`config.mk`:
```
export PLATFORM = sky130hd
export DESIGN_NAME = disp_regport
export DESIGN_NICKNAME = d
export VERILOG_FILES = /design/src/rtl/disp_regport_pkg.sv /design/src/rtl/disp_port_dec.sv /design/src/rtl/disp_idx_file.sv /design/src/rtl/disp_attr_port.sv /design/src/rtl/disp_crt_file.sv /design/src/rtl/disp_regport.sv
export SDC_FILE = /design/constraint.sdc
export NUM_CORES = 2
export LEC_CHECK = 0
export BUFFER_PORTS_ARGS = -buffer_cell sky130_fd_sc_hd__buf_2
export CAP_MARGIN = 20
export CELL_PAD_IN_SITES_DETAIL_PLACEMENT = 0
export CELL_PAD_IN_SITES_GLOBAL_PLACEMENT = 1
export CORE_UTILIZATION = 38
export DETAILED_ROUTE_END_ITERATION = 12
export PLACE_DENSITY = 0.69
export SETUP_SLACK_MARGIN = 0.2
export SYNTH_ARGS = -nofsm -noshare
export SYNTH_HDL_FRONTEND = slang
export SYNTH_SLANG_ARGS = --single-unit
```
`constraint.sdc`:
```
create_clock -name clk_i -period 3.85 [get_ports clk_i]
set_input_delay 0.385 -clock clk_i [delete_from_list [all_inputs] [get_ports clk_i]]
set_output_delay 0.385 -clock clk_i [all_outputs]
set_load 0.05 [all_outputs]
```
`src/rtl/disp_regport_pkg.sv`:
```
package disp_regport_pkg;

  localparam int ATTR_N = 21;

  typedef enum logic [3:0] {
    PS_NONE, PS_ATTR, PS_ATTR_DAT, PS_MISC_ST0, PS_SEQ_IDX, PS_SEQ_DAT,
    PS_FCR_RD, PS_MISC_RD, PS_GFX_IDX, PS_GFX_DAT, PS_CRT_IDX, PS_CRT_DAT,
    PS_STAT
  } port_sel_e;

  function automatic logic [7:0] seq_keep(input int k);
    case (k)
      0: return 8'h03;
      1: return 8'h3D;
      2: return 8'h0F;
      3: return 8'h3F;
      4: return 8'h0E;
      7: return 8'hFF;
      default: return 8'h00;
    endcase
  endfunction

  function automatic logic [7:0] gfx_keep(input int k);
    case (k)
      0, 1, 2, 6, 7: return 8'h0F;
      3: return 8'h1F;
      4: return 8'h03;
      5: return 8'h7B;
      8: return 8'hFF;
      default: return 8'h00;
    endcase
  endfunction

  function automatic logic [7:0] attr_keep(input int k);
    if (k < 16) return 8'h3F;
    case (k)
      16: return 8'hEF;
      17: return 8'hFF;
      18: return 8'h3F;
      default: return 8'h0F;
    endcase
  endfunction

  function automatic logic [7:0] crt_reset(input int k);
    case (k)
      8'h2D: return 8'h88;
      8'h2E: return 8'hB0;
      8'h2F: return 8'h01;
      8'h30: return 8'hE1;
      default: return 8'h00;
    endcase
  endfunction

endpackage

```
`src/rtl/disp_port_dec.sv`:
```
module disp_port_dec
  import disp_regport_pkg::*;
#(
  parameter int                ADDR_W      = 16,
  parameter logic [ADDR_W-1:0] MONO_BASE   = 16'h03B0,
  parameter logic [ADDR_W-1:0] COLOR_BASE  = 16'h03D0,
  parameter logic [ADDR_W-1:0] SHARED_BASE = 16'h03C0
) (
  input  logic [ADDR_W-1:0] addr_i,
  input  logic              color_i,
  output logic              win_bad_o,
  output port_sel_e         sel_o
);
  logic [ADDR_W-5:0] hi;
  logic [3:0]        lo;
  logic              in_sh, in_mo, in_co;

  assign hi    = addr_i[ADDR_W-1:4];
  assign lo    = addr_i[3:0];
  assign in_sh = hi == SHARED_BASE[ADDR_W-1:4];
  assign in_mo = hi == MONO_BASE[ADDR_W-1:4];
  assign in_co = hi == COLOR_BASE[ADDR_W-1:4];
  assign win_bad_o = (in_mo && color_i) || (in_co && !color_i);

  always_comb begin
    sel_o = PS_NONE;
    if (in_sh) begin
      case (lo)
        4'h0: sel_o = PS_ATTR;
        4'h1: sel_o = PS_ATTR_DAT;
        4'h2: sel_o = PS_MISC_ST0;
        4'h4: sel_o = PS_SEQ_IDX;
        4'h5: sel_o = PS_SEQ_DAT;
        4'hA: sel_o = PS_FCR_RD;
        4'hC: sel_o = PS_MISC_RD;
        4'hE: sel_o = PS_GFX_IDX;
        4'hF: sel_o = PS_GFX_DAT;
        default: sel_o = PS_NONE;
      endcase
    end else if ((in_mo || in_co) && !win_bad_o) begin
      case (lo)
        4'h4: sel_o = PS_CRT_IDX;
        4'h5: sel_o = PS_CRT_DAT;
        4'hA: sel_o = PS_STAT;
        default: sel_o = PS_NONE;
      endcase
    end
  end
endmodule

```
`src/rtl/disp_idx_file.sv`:
```
module disp_idx_file
  import disp_regport_pkg::*;
#(
  parameter int IDX_W  = 3,
  parameter bit IS_GFX = 1'b0
) (
  input  logic       clk_i,
  input  logic       rst_ni,
  input  logic       idx_wr_i,
  input  logic       dat_wr_i,
  input  logic [7:0] wdata_i,
  output logic [7:0] idx_o,
  output logic [7:0] rdata_o
);
  localparam int N = 1 << IDX_W;

  logic [IDX_W-1:0] idx_q;
  logic [7:0]       ent_q [N];

  always_ff @(posedge clk_i or negedge rst_ni)
    if (!rst_ni)       idx_q <= '0;
    else if (idx_wr_i) idx_q <= wdata_i[IDX_W-1:0];

  for (genvar k = 0; k < N; k++) begin : g_ent
    localparam logic [7:0] KEEP = IS_GFX ? gfx_keep(k) : seq_keep(k);
    always_ff @(posedge clk_i or negedge rst_ni)
      if (!rst_ni) ent_q[k] <= '0;
      else if (dat_wr_i && idx_q == IDX_W'(k)) ent_q[k] <= wdata_i & KEEP;
  end

  assign idx_o   = 8'(idx_q);
  assign rdata_o = ent_q[idx_q];
endmodule

```
`src/rtl/disp_attr_port.sv`:
```
module disp_attr_port
  import disp_regport_pkg::*;
#(
  parameter int NREG = ATTR_N
) (
  input  logic       clk_i,
  input  logic       rst_ni,
  input  logic       wr_i,
  input  logic       clr_i,
  input  logic [7:0] wdata_i,
  output logic       ff_o,
  output logic [5:0] idx_o,
  output logic [7:0] rdata_o
);
  logic       ff_q;
  logic [5:0] idx_q;
  logic [7:0] ent_q [NREG];

  always_ff @(posedge clk_i or negedge rst_ni)
    if (!rst_ni) begin
      ff_q  <= 1'b0;
      idx_q <= '0;
    end else if (clr_i) begin
      ff_q  <= 1'b0;
    end else if (wr_i) begin
      ff_q <= ~ff_q;
      if (!ff_q) idx_q <= wdata_i[5:0];
    end

  for (genvar k = 0; k < NREG; k++) begin : g_ent
    localparam logic [7:0] KEEP = attr_keep(k);
    always_ff @(posedge clk_i or negedge rst_ni)
      if (!rst_ni) ent_q[k] <= '0;
      else if (wr_i && !clr_i && ff_q && idx_q[4:0] == 5'(k)) ent_q[k] <= wdata_i & KEEP;
  end

  always_comb begin
    rdata_o = '0;
    for (int k = 0; k < NREG; k++)
      if (idx_q[4:0] == 5'(k)) rdata_o = ent_q[k];
  end

  assign ff_o  = ff_q;
  assign idx_o = idx_q;

  p_ff_toggle_r3: assert property (@(posedge clk_i) disable iff (!rst_ni)
    wr_i && !clr_i |=> ff_q != $past(ff_q));
  p_ff_clear_r8: assert property (@(posedge clk_i) disable iff (!rst_ni)
    clr_i |=> !ff_q);
  p_hi_idx_zero_r4: assert property (@(posedge clk_i) disable iff (!rst_ni)
    (int'(idx_q[4:0]) >= NREG) |-> rdata_o == 8'h00);
endmodule

```
`src/rtl/disp_crt_file.sv`:
```
module disp_crt_file
  import disp_regport_pkg::*;
#(
  parameter int IDX_W     = 8,
  parameter int LOCK_IDX  = 8'h11,
  parameter int LOCK_LAST = 7,
  parameter int ID_LO     = 8'h2D,
  parameter int ID_HI     = 8'h30
) (
  input  logic             clk_i,
  input  logic             rst_ni,
  input  logic             idx_wr_i,
  input  logic             dat_wr_i,
  input  logic [7:0]       wdata_i,
  output logic [IDX_W-1:0] idx_o,
  output logic [7:0]       rdata_o
);
  localparam int N = 1 << IDX_W;

  logic [IDX_W-1:0] idx_q;
  logic [7:0]       ent_q [N];
  logic             lock;

  assign lock = ent_q[LOCK_IDX][7];

  always_ff @(posedge clk_i or negedge rst_ni)
    if (!rst_ni)       idx_q <= '0;
    else if (idx_wr_i) idx_q <= wdata_i[IDX_W-1:0];

  for (genvar k = 0; k < N; k++) begin : g_ent
    localparam logic [7:0] RV = crt_reset(k);
    logic hit;
    assign hit = dat_wr_i && idx_q == IDX_W'(k);
    if (k >= ID_LO && k <= ID_HI) begin : g_id
      always_ff @(posedge clk_i or negedge rst_ni)
        if (!rst_ni) ent_q[k] <= RV;
        else         ent_q[k] <= ent_q[k];
    end else if (k < LOCK_LAST) begin : g_low
      always_ff @(posedge clk_i or negedge rst_ni)
        if (!rst_ni)          ent_q[k] <= RV;
        else if (hit && !lock) ent_q[k] <= wdata_i;
    end else if (k == LOCK_LAST) begin : g_last
      always_ff @(posedge clk_i or negedge rst_ni)
        if (!rst_ni)  ent_q[k] <= RV;
        else if (hit) ent_q[k] <= lock ? {ent_q[k][7:5], wdata_i[4], ent_q[k][3:0]} : wdata_i;
    end else begin : g_plain
      always_ff @(posedge clk_i or negedge rst_ni)
        if (!rst_ni)  ent_q[k] <= RV;
        else if (hit) ent_q[k] <= wdata_i;
    end
  end

  assign idx_o   = idx_q;
  assign rdata_o = ent_q[idx_q];

  // packed view of the protected entries, bit 4 of the last one stays writable
  logic [8*(LOCK_LAST+1)-1:0] low_pack;
  always_comb
    for (int k = 0; k <= LOCK_LAST; k++) low_pack[8*k +: 8] = ent_q[k];
  localparam logic [8*(LOCK_LAST+1)-1:0] FREE_BIT = (8*(LOCK_LAST+1))'(1) << (8*LOCK_LAST+4);

  p_crt_lock_r7: assert property (@(posedge clk_i) disable iff (!rst_ni)
    dat_wr_i && lock && int'(idx_q) <= LOCK_LAST |=> ((low_pack ^ $past(low_pack)) & ~FREE_BIT) == '0);
  p_id_const_r10: assert property (@(posedge clk_i) disable iff (!rst_ni)
    dat_wr_i |=> ent_q[ID_LO] == 8'h88 && ent_q[ID_HI] == 8'hE1);
endmodule

```
`src/rtl/disp_regport.sv`:
```
module disp_regport
  import disp_regport_pkg::*;
#(
  parameter int                ADDR_W      = 16,
  parameter logic [ADDR_W-1:0] MONO_BASE   = 16'h03B0,
  parameter logic [ADDR_W-1:0] COLOR_BASE  = 16'h03D0,
  parameter logic [ADDR_W-1:0] SHARED_BASE = 16'h03C0
) (
  input  logic              clk_i,
  input  logic              rst_ni,
  input  logic [ADDR_W-1:0] addr_i,
  input  logic              wr_i,
  input  logic              rd_i,
  input  logic [7:0]        wdata_i,
  output logic [7:0]        rdata_o
);
  localparam logic [7:0] ST_FLIP = 8'h09;

  port_sel_e  sel;
  logic       win_bad;
  logic [7:0] misc_q, fcr_q, st1_q;
  logic       attr_ff;
  logic [5:0] attr_idx;
  logic [7:0] attr_rd, seq_idx, seq_rd, gfx_idx, gfx_rd, crt_idx, crt_rd;

  disp_port_dec #(
    .ADDR_W(ADDR_W), .MONO_BASE(MONO_BASE), .COLOR_BASE(COLOR_BASE), .SHARED_BASE(SHARED_BASE)
  ) u_dec (
    .addr_i(addr_i), .color_i(misc_q[0]), .win_bad_o(win_bad), .sel_o(sel)
  );

  disp_attr_port u_attr (
    .clk_i(clk_i), .rst_ni(rst_ni),
    .wr_i(wr_i && sel == PS_ATTR), .clr_i(rd_i && sel == PS_STAT),
    .wdata_i(wdata_i), .ff_o(attr_ff), .idx_o(attr_idx), .rdata_o(attr_rd)
  );

  disp_idx_file #(.IDX_W(3), .IS_GFX(1'b0)) u_seq (
    .clk_i(clk_i), .rst_ni(rst_ni),
    .idx_wr_i(wr_i && sel == PS_SEQ_IDX), .dat_wr_i(wr_i && sel == PS_SEQ_DAT),
    .wdata_i(wdata_i), .idx_o(seq_idx), .rdata_o(seq_rd)
  );

  disp_idx_file #(.IDX_W(4), .IS_GFX(1'b1)) u_gfx (
    .clk_i(clk_i), .rst_ni(rst_ni),
    .idx_wr_i(wr_i && sel == PS_GFX_IDX), .dat_wr_i(wr_i && sel == PS_GFX_DAT),
    .wdata_i(wdata_i), .idx_o(gfx_idx), .rdata_o(gfx_rd)
  );

  disp_crt_file #(.IDX_W(8)) u_crt (
    .clk_i(clk_i), .rst_ni(rst_ni),
    .idx_wr_i(wr_i && sel == PS_CRT_IDX), .dat_wr_i(wr_i && sel == PS_CRT_DAT),
    .wdata_i(wdata_i), .idx_o(crt_idx), .rdata_o(crt_rd)
  );

  always_ff @(posedge clk_i or negedge rst_ni)
    if (!rst_ni) begin
      misc_q <= '0;
      fcr_q  <= '0;
      st1_q  <= '0;
    end else begin
      if (wr_i && sel == PS_MISC_ST0) misc_q <= wdata_i & 8'hEF;
      if (wr_i && sel == PS_STAT)     fcr_q  <= wdata_i & 8'h10;
      if (rd_i && sel == PS_STAT)     st1_q  <= st1_q ^ ST_FLIP;
    end

  always_comb begin
    if (win_bad) rdata_o = 8'hFF;
    else begin
      case (sel)
        PS_ATTR:     rdata_o = attr_ff ? 8'h00 : {2'b00, attr_idx};
        PS_ATTR_DAT: rdata_o = attr_rd;
        PS_SEQ_IDX:  rdata_o = seq_idx;
        PS_SEQ_DAT:  rdata_o = seq_rd;
        PS_GFX_IDX:  rdata_o = gfx_idx;
        PS_GFX_DAT:  rdata_o = gfx_rd;
        PS_CRT_IDX:  rdata_o = crt_idx;
        PS_CRT_DAT:  rdata_o = crt_rd;
        PS_FCR_RD:   rdata_o = fcr_q;
        PS_MISC_RD:  rdata_o = misc_q;
        PS_STAT:     rdata_o = st1_q ^ ST_FLIP;
        default:     rdata_o = 8'h00;
      endcase
    end
  end

  p_alias_ff_r2: assert property (@(posedge clk_i) disable iff (!rst_ni)
    rd_i && win_bad |-> rdata_o == 8'hFF);
  p_alias_quiet_r2: assert property (@(posedge clk_i) disable iff (!rst_ni)
    (rd_i || wr_i) && win_bad |=> $stable(st1_q) && $stable(fcr_q) && $stable(attr_ff));
  p_st_flip_r8: assert property (@(posedge clk_i) disable iff (!rst_ni)
    rd_i && sel == PS_STAT |=> st1_q == ($past(st1_q) ^ ST_FLIP));
endmodule

```
After elaboration in Yosys (flattened, before gate mapping)
Memories as Yosys holds them, arrays and structs flattened.
Cells that the tools add are included.
- order comparisons: 3
- equality and inequality tests: 302
- mux-type cells: 38
- bitwise gates (word level): 7
- reduce and logical (&&, ||, !) cells: 323
- operators by type and width (cell ; count):
    8-bit equality test, second input constant ; 128
    8-bit by 7-bit equality test with 1-bit output, second input constant ; 64
    1-bit logical AND ; 310
    8-bit by 6-bit equality test with 1-bit output, second input constant ; 28
    8-bit 2-to-1 mux ; 27
    8-bit by 5-bit equality test with 1-bit output, second input constant ; 16
    8-bit case mux with 11 select lines ; 1
    8-bit binary-select mux with 8-bit select ; 1
    8-bit by 4-bit equality test with 1-bit output, second input constant ; 8
    4-bit by 3-bit equality test with 1-bit output, second input constant ; 10
    5-bit by 4-bit equality test with 1-bit output, second input constant ; 8
    12-bit by 6-bit equality test with 1-bit output, second input constant ; 3
    8-bit binary-select mux with 4-bit select ; 1
    8-bit by 3-bit equality test with 1-bit output, second input constant ; 4
    4-bit equality test, second input constant ; 7
    5-bit equality test, second input constant ; 5
    8-bit binary-select mux with 3-bit select ; 1
    5-bit by 3-bit equality test with 1-bit output, second input constant ; 4
    4-bit by 2-bit equality test with 1-bit output, second input constant ; 4
    8-bit by 2-bit equality test with 1-bit output, second input constant ; 2
    6-bit 2-to-1 mux ; 2
    4-bit case mux with 3 select lines ; 1
    5-bit by 2-bit equality test with 1-bit output, second input constant ; 2
    9-bit >= comparator, second input constant ; 1
    other kinds (24) ; 35
- register bits after elaboration: 2242
- memory bits (read-only): 64
- input bits: 28
- output and inout bits: 8
- memories kept: 1
- memory list (name ; depth ; width ; rd ports ; clocked after Yosys merged registers in ; write ports ; RTL line ; RTL):
    (no name shown) ; 16 ; 4 ; 1 ; 0 ; 0 ; disp_port_dec.sv:28 ; case (lo)

Logic depth before layout (Yosys ltp)
- depth after elaboration: 24
- mapped depth: 14
- mapped depth without buffers: 10

Hierarchy
A second synthesis with hierarchy kept.
- cells, all modules: 6768
- area total of the unflattened synthesis: 104261.2 sq um
- by module, submodules not included (module ; instances ; cells an instance ; area each (sq um)):
    disp_crt_file ; 1 ; 5734 ; 92212.2
    disp_attr_port ; 1 ; 559 ; 6715.2
    disp_idx_file at u_gfx ; 1 ; 173 ; 2299.7
    disp_idx_file at u_seq ; 1 ; 116 ; 1527.7
    disp_regport ; 1 ; 144 ; 1214.9
    disp_port_dec ; 1 ; 42 ; 291.5

Least setup slack after synthesis
No wires, ideal clock.
- kind: input -> output
- from: input addr_i[1]
- to: output rdata_o[4]
- data arrival time: 3171 ps
- required time: 3465 ps
- slack: 294 ps
- cell stages on the path: 11
- cell sequence: inv_1 > ha_1 > nand2b_1 > a21boi_0 > o21ai_1 > a21oi_1 > buf_2 > nor4b_2 > and2_1 > o311ai_1 > o211ai_1
- cells in the longest elaborated chain, start to end: 7
- ends and longest elaborated chain (element ; RTL line ; RTL):
    start: declaration ; disp_regport.sv:11 ; input logic [ADDR_W-1:0] addr_i,
    4-bit equality test or 4-bit by 3-bit equality test with 1-bit output (tied branches) ; disp_port_dec.sv:41 ; case (lo)
    4-bit case mux with 3 select lines ; disp_port_dec.sv:41 ;
    4-bit 2-to-1 mux ; disp_port_dec.sv:40 ; end else if ((in_mo || in_co) && !win_bad_o) begin
    4-bit 2-to-1 mux * ; disp_port_dec.sv:27 ; if (in_sh) begin
    4-bit equality test, or another cell as far along ; disp_regport.sv:70 ; case (sel)
    8-bit case mux with 11 select lines * ; disp_regport.sv:70 ;
    8-bit 2-to-1 mux * ; disp_regport.sv:68 ; if (win_bad) rdata_o = 8'hFF;
    end: declaration ; disp_regport.sv:15 ; output logic [7:0] rdata_o
Mark *: on every way between the ends. The rest lies on a longest branch, timed or not.

Final worst setup path
- from: register u_crt.idx_q[0], in the netlist u_crt.idx_o[0]
- to: output rdata_o[2]
- cells in the longest elaborated chain, start to end: 6
- ends and longest elaborated chain (element ; RTL line ; RTL):
    start: declaration ; disp_crt_file.sv:20 ; logic [IDX_W-1:0] idx_q;
    start signal: assignment ; disp_crt_file.sv:28 ; else if (idx_wr_i) idx_q <= wdata_i[IDX_W-1:0];
    8-bit inverter with 9-bit output (implied by the code) ; disp_crt_file.sv:54 ; assign rdata_o = ent_q[idx_q];
    8-bit binary-select mux with 8-bit select ; disp_crt_file.sv:54 ;
    8-bit 2-to-1 mux (implied by the code) (2 in a row) ; disp_crt_file.sv:54 ;
    8-bit case mux with 11 select lines ; disp_regport.sv:70 ;
    8-bit 2-to-1 mux ; disp_regport.sv:68 ;
No other way between the ends. The select of a mux whose other input is x is not followed.

==> impl_results.md <==
* Pleak at 59.0 nW
* Post-synthesis cell count at 6802
* Die width at 527 µm
* Most frequent cells in the layout: mux2_2 (2241), dfrtp_1 (2236), mux4_2 (543), buf_4 (473), clkbuf_16 (249)
* Crit share post-route at 128%
* Netlist cell types at 94
* Worst R2R Start: misc_q[0]$_DFFE_PN0P_
* DRC at 0
* Slew Limit Fails at 0
* Worst Max-Slew Pin Slew at 1.28 ns
* Initial drt markers at 5169
* Mean Syn Cell Area at 15.4 µm²
* Worst vdd ir at 0.000483 V
* Worst EP arrival at 4.55 ns
* Largest net degree at the start of global routing at 140
* Global-route wire length before repair at 469 mm
* Setup-failing EPs final at 8
* GRT Util Overall at 22.7%
* Area of placed instances at 113000 µm²
* MaxCap Viol Count at 0
* Cell area after layout at 123000 µm²
* Fin util at 45.0%
* Gr busiest metal: met2
* Post-route ant nets at 0
* Placed Cells at 10500
* CTS tree: done
* Die ar. at 278000 µm²
* Final worst path period need at 4.94 ns
* PD cells at 399 nW/µm²
* Max-slew headroom at 14.9%
* GPL Wtd Cong at 0.911
* Crit Path Category: reg2out
* Status: finished with violations
* Htree depth at 4
* Ys flop type: dfrtp_1
* FMAX at 203 MHz
* Async S/R FF share, synth at 100%
* Post-synthesis net count at 6833
* Sequential area share after synthesis at 53.6%
* WL final at 314 mm
* Fillers at 23900
* Area grow syn2layout at 17.6%
* GR Util met1 at 31.0%
* Placeable core region at 274000 µm²
* Yosys warnings at 0
* Clk buf depth at 3
* Per-cell routed wire length at 28.6 µm
* Clock latency on the worst-skew pair at 0.91 ns
* Layout Cells excl Fill at 11000
* GR Overflow Total at 0
* RSZ-0062 raised after global routing: true
* Pwr Total at 49.1 mW
* Number of I/O port buffers at 35
* WP data required at 3.46 ns
* Initial antenna violation count at 5
* Synthesis-stage register bit count at 2242
* Endpoints failing hold at 0
* Number of global-route vias before repair at 67000
* GRT met2 Usage at 35.7%
* Starting Density at 38.2%
* Clock Skew at 0.0672 ns
* Final worst slack at -1.09 ns
* Initial DRT Pass Iterations at 5
* Clock slew at reported path FFs at 0.07 ns
* Post-synth design cell area at 105000 µm²
* Crit. End Element: output pin
* DR vias at 62900
* Post-synth EDFFs at 0
* Share of post-route cells with drive strength above 1 at 56.7%
* Commonest non-fill, non-tap cell in the layout: mux2_2
* Setup tns final at -7.87 ns
* Met3 usage at 4.42%
* CTS Buf Count at 240
* CTS sink count at 2242
* Root Driver: clkbuf_16
* Crit Path Max Fanout at 10
* DP HPWL at 208 mm
* Violations in the final reports: negative setup slack
* R2R depth at 10
* R2R Setup Slk at 0.30 ns
* Crit path launch type: register
* Via density at 5.72
* Hold crit path type: in2async
* Die height at 527 µm
* Row cnt at 192
* Number of I/O pins at 36
* Fin nets at 7234
* Reg2Reg Capture Point: u_crt.ent_q[1034]$_DFFE_PN0P_
==> cell usage after synthesis, types with 6 or more instances <==
cell type / count / share of area [%]
nor2_8: 60 / 1.1
mux2_2: 2242 / 24
a21oi_1: 36 / 0.17
nand2b_1: 24 / 0.14
buf_2: 59 / 0.28
nor2_1: 108 / 0.39
nor4_1: 9 / 0.054
nor2b_1: 26 / 0.16
dfrtp_1: 2242 / 54
o2111ai_1: 7 / 0.059
mux2_1: 15 / 0.16
nor2_2: 120 / 0.72
buf_6: 14 / 0.15
nor2_4: 12 / 0.13
o211ai_1: 11 / 0.079
a2111oi_0: 18 / 0.15
mux4_2: 543 / 12
and2_1: 22 / 0.13
nand2_1: 237 / 0.85
or3_1: 6 / 0.036
nand4_1: 43 / 0.26
inv_1: 8 / 0.029
nand3_1: 50 / 0.24
o21ai_0: 43 / 0.21
nand3_2: 7 / 0.067
o311ai_0: 7 / 0.059
nor3_1: 29 / 0.14
o22ai_1: 39 / 0.23
a221o_1: 6 / 0.057
buf_4: 56 / 0.40
a211oi_1: 8 / 0.057
a22oi_1: 33 / 0.24
a41oi_1: 6 / 0.050
mux2i_1: 82 / 0.78
and3_1: 10 / 0.060
a31oi_1: 16 / 0.096
a32oi_1: 20 / 0.17
a221oi_1: 24 / 0.20
nand2_2: 18 / 0.11
clkbuf_1: 358 / 1.3
buf_1: 24 / 0.086
==> critical path: stages, from the launching register on <==
cell       delay (ns)
dfrtp_4          0.55
buf_12           0.17
buf_16           0.15
buf_12           0.13
buf_16           0.15
mux4_2           0.34
nand2_1          0.09
nand4_1          0.35
nand4_1          0.22
a2111oi_2        0.29
nand4b_1         0.55
buf_12           0.33
nand4_1          0.11
buf_6            0.18
==> power breakdown <==
group / switching [mW] / internal [mW] / leakage (nW)
sequential: 0.000632 / 23.6 / 31.3
combinational: 0.954 / 0.167 / 23.5
clock: 10.0 / 14.4 / 4.16
total: 11.0 / 38.1 / 59.0
==> routing by layer <==
layer / wire length, µm / part of all wire [%]
met1: 137000 / 43
met2: 146000 / 47
met4: 12300 / 3.9
met5: 33 / 0.011
met3: 18900 / 6.0
==> kinds of logic after synthesis <==
kind of cell    after synthesis  share of synthesized area [%]
mux                        2884                           36.8
flops                      2242                           53.6
simple gates                831                           5.10
buf+inv                     522                           2.26
compound gates              318                           2.21
fa+ha+maj                     3                         0.0359
xor+xnor                      2                         0.0167
==> through the flow <==
stage               hold slack, ns  setup WS, ns
global placement             0.452         -1.07
finish                      0.0752         -1.09
floorplan                   0.0894         0.294
global route                 0.110         -1.12
CTS                         0.0820         -1.08
detailed placement           0.457        -0.452
==> repair_timing <==
item / in CTS / in global routing
setup buffers: 18 / 45
setup endpoints to repair: 8 / 64
gates resized for setup: 110 / 86
cloned: 4 / 7
pin swaps: 14 / 25
hold buffers: 2 / 0
hold endpoints to repair: 77 / 0
==> final cells by class <==
type                       count  area, µm²  area share (%)
timing repair buffer         671       7050            5.73
sequential                  2242      56100            45.6
tap                         3589       4490            3.65
clock buffer                 341       6960            5.65
inverter                      10       45.0          0.0366
clock inverter               107       1500            1.21
antenna                        3       7.51         0.00610
multi-input combinational   4038      47000            38.1
==> flip-flops by register name (all words and copies together), names as in the netlist <==
register,cells
u_crt.ent_q,2016
u_crt.idx_o,8
u_gfx.ent_q,41
u_attr.ff_o,1
u_attr.ent_q,125
u_attr.idx_o,6
u_gfx.idx_q,4
u_seq.idx_q,3
u_seq.ent_q,28
st1_q,2
misc_q,7
fcr_q,1
==> worst max-delay path by stage <==
stage                                          start          to  slack, ns  depth (start not counted)
after floorplan                            addr_i[1]  rdata_o[4]       0.29                         11
after global placement    u_crt.idx_o[0]$_DFFE_PN0P_  rdata_o[0]      -1.07                         10
after detailed placement  u_crt.idx_o[5]$_DFFE_PN0P_  rdata_o[1]      -0.45                         10
after CTS                 u_crt.idx_o[0]$_DFFE_PN0P_  rdata_o[7]      -1.08                         14
after global routing      u_crt.idx_o[0]$_DFFE_PN0P_  rdata_o[2]      -1.12                         15
final                     u_crt.idx_o[0]$_DFFE_PN0P_  rdata_o[2]      -1.09                         13
Note: power is estimated with default switching activity, not from simulation.
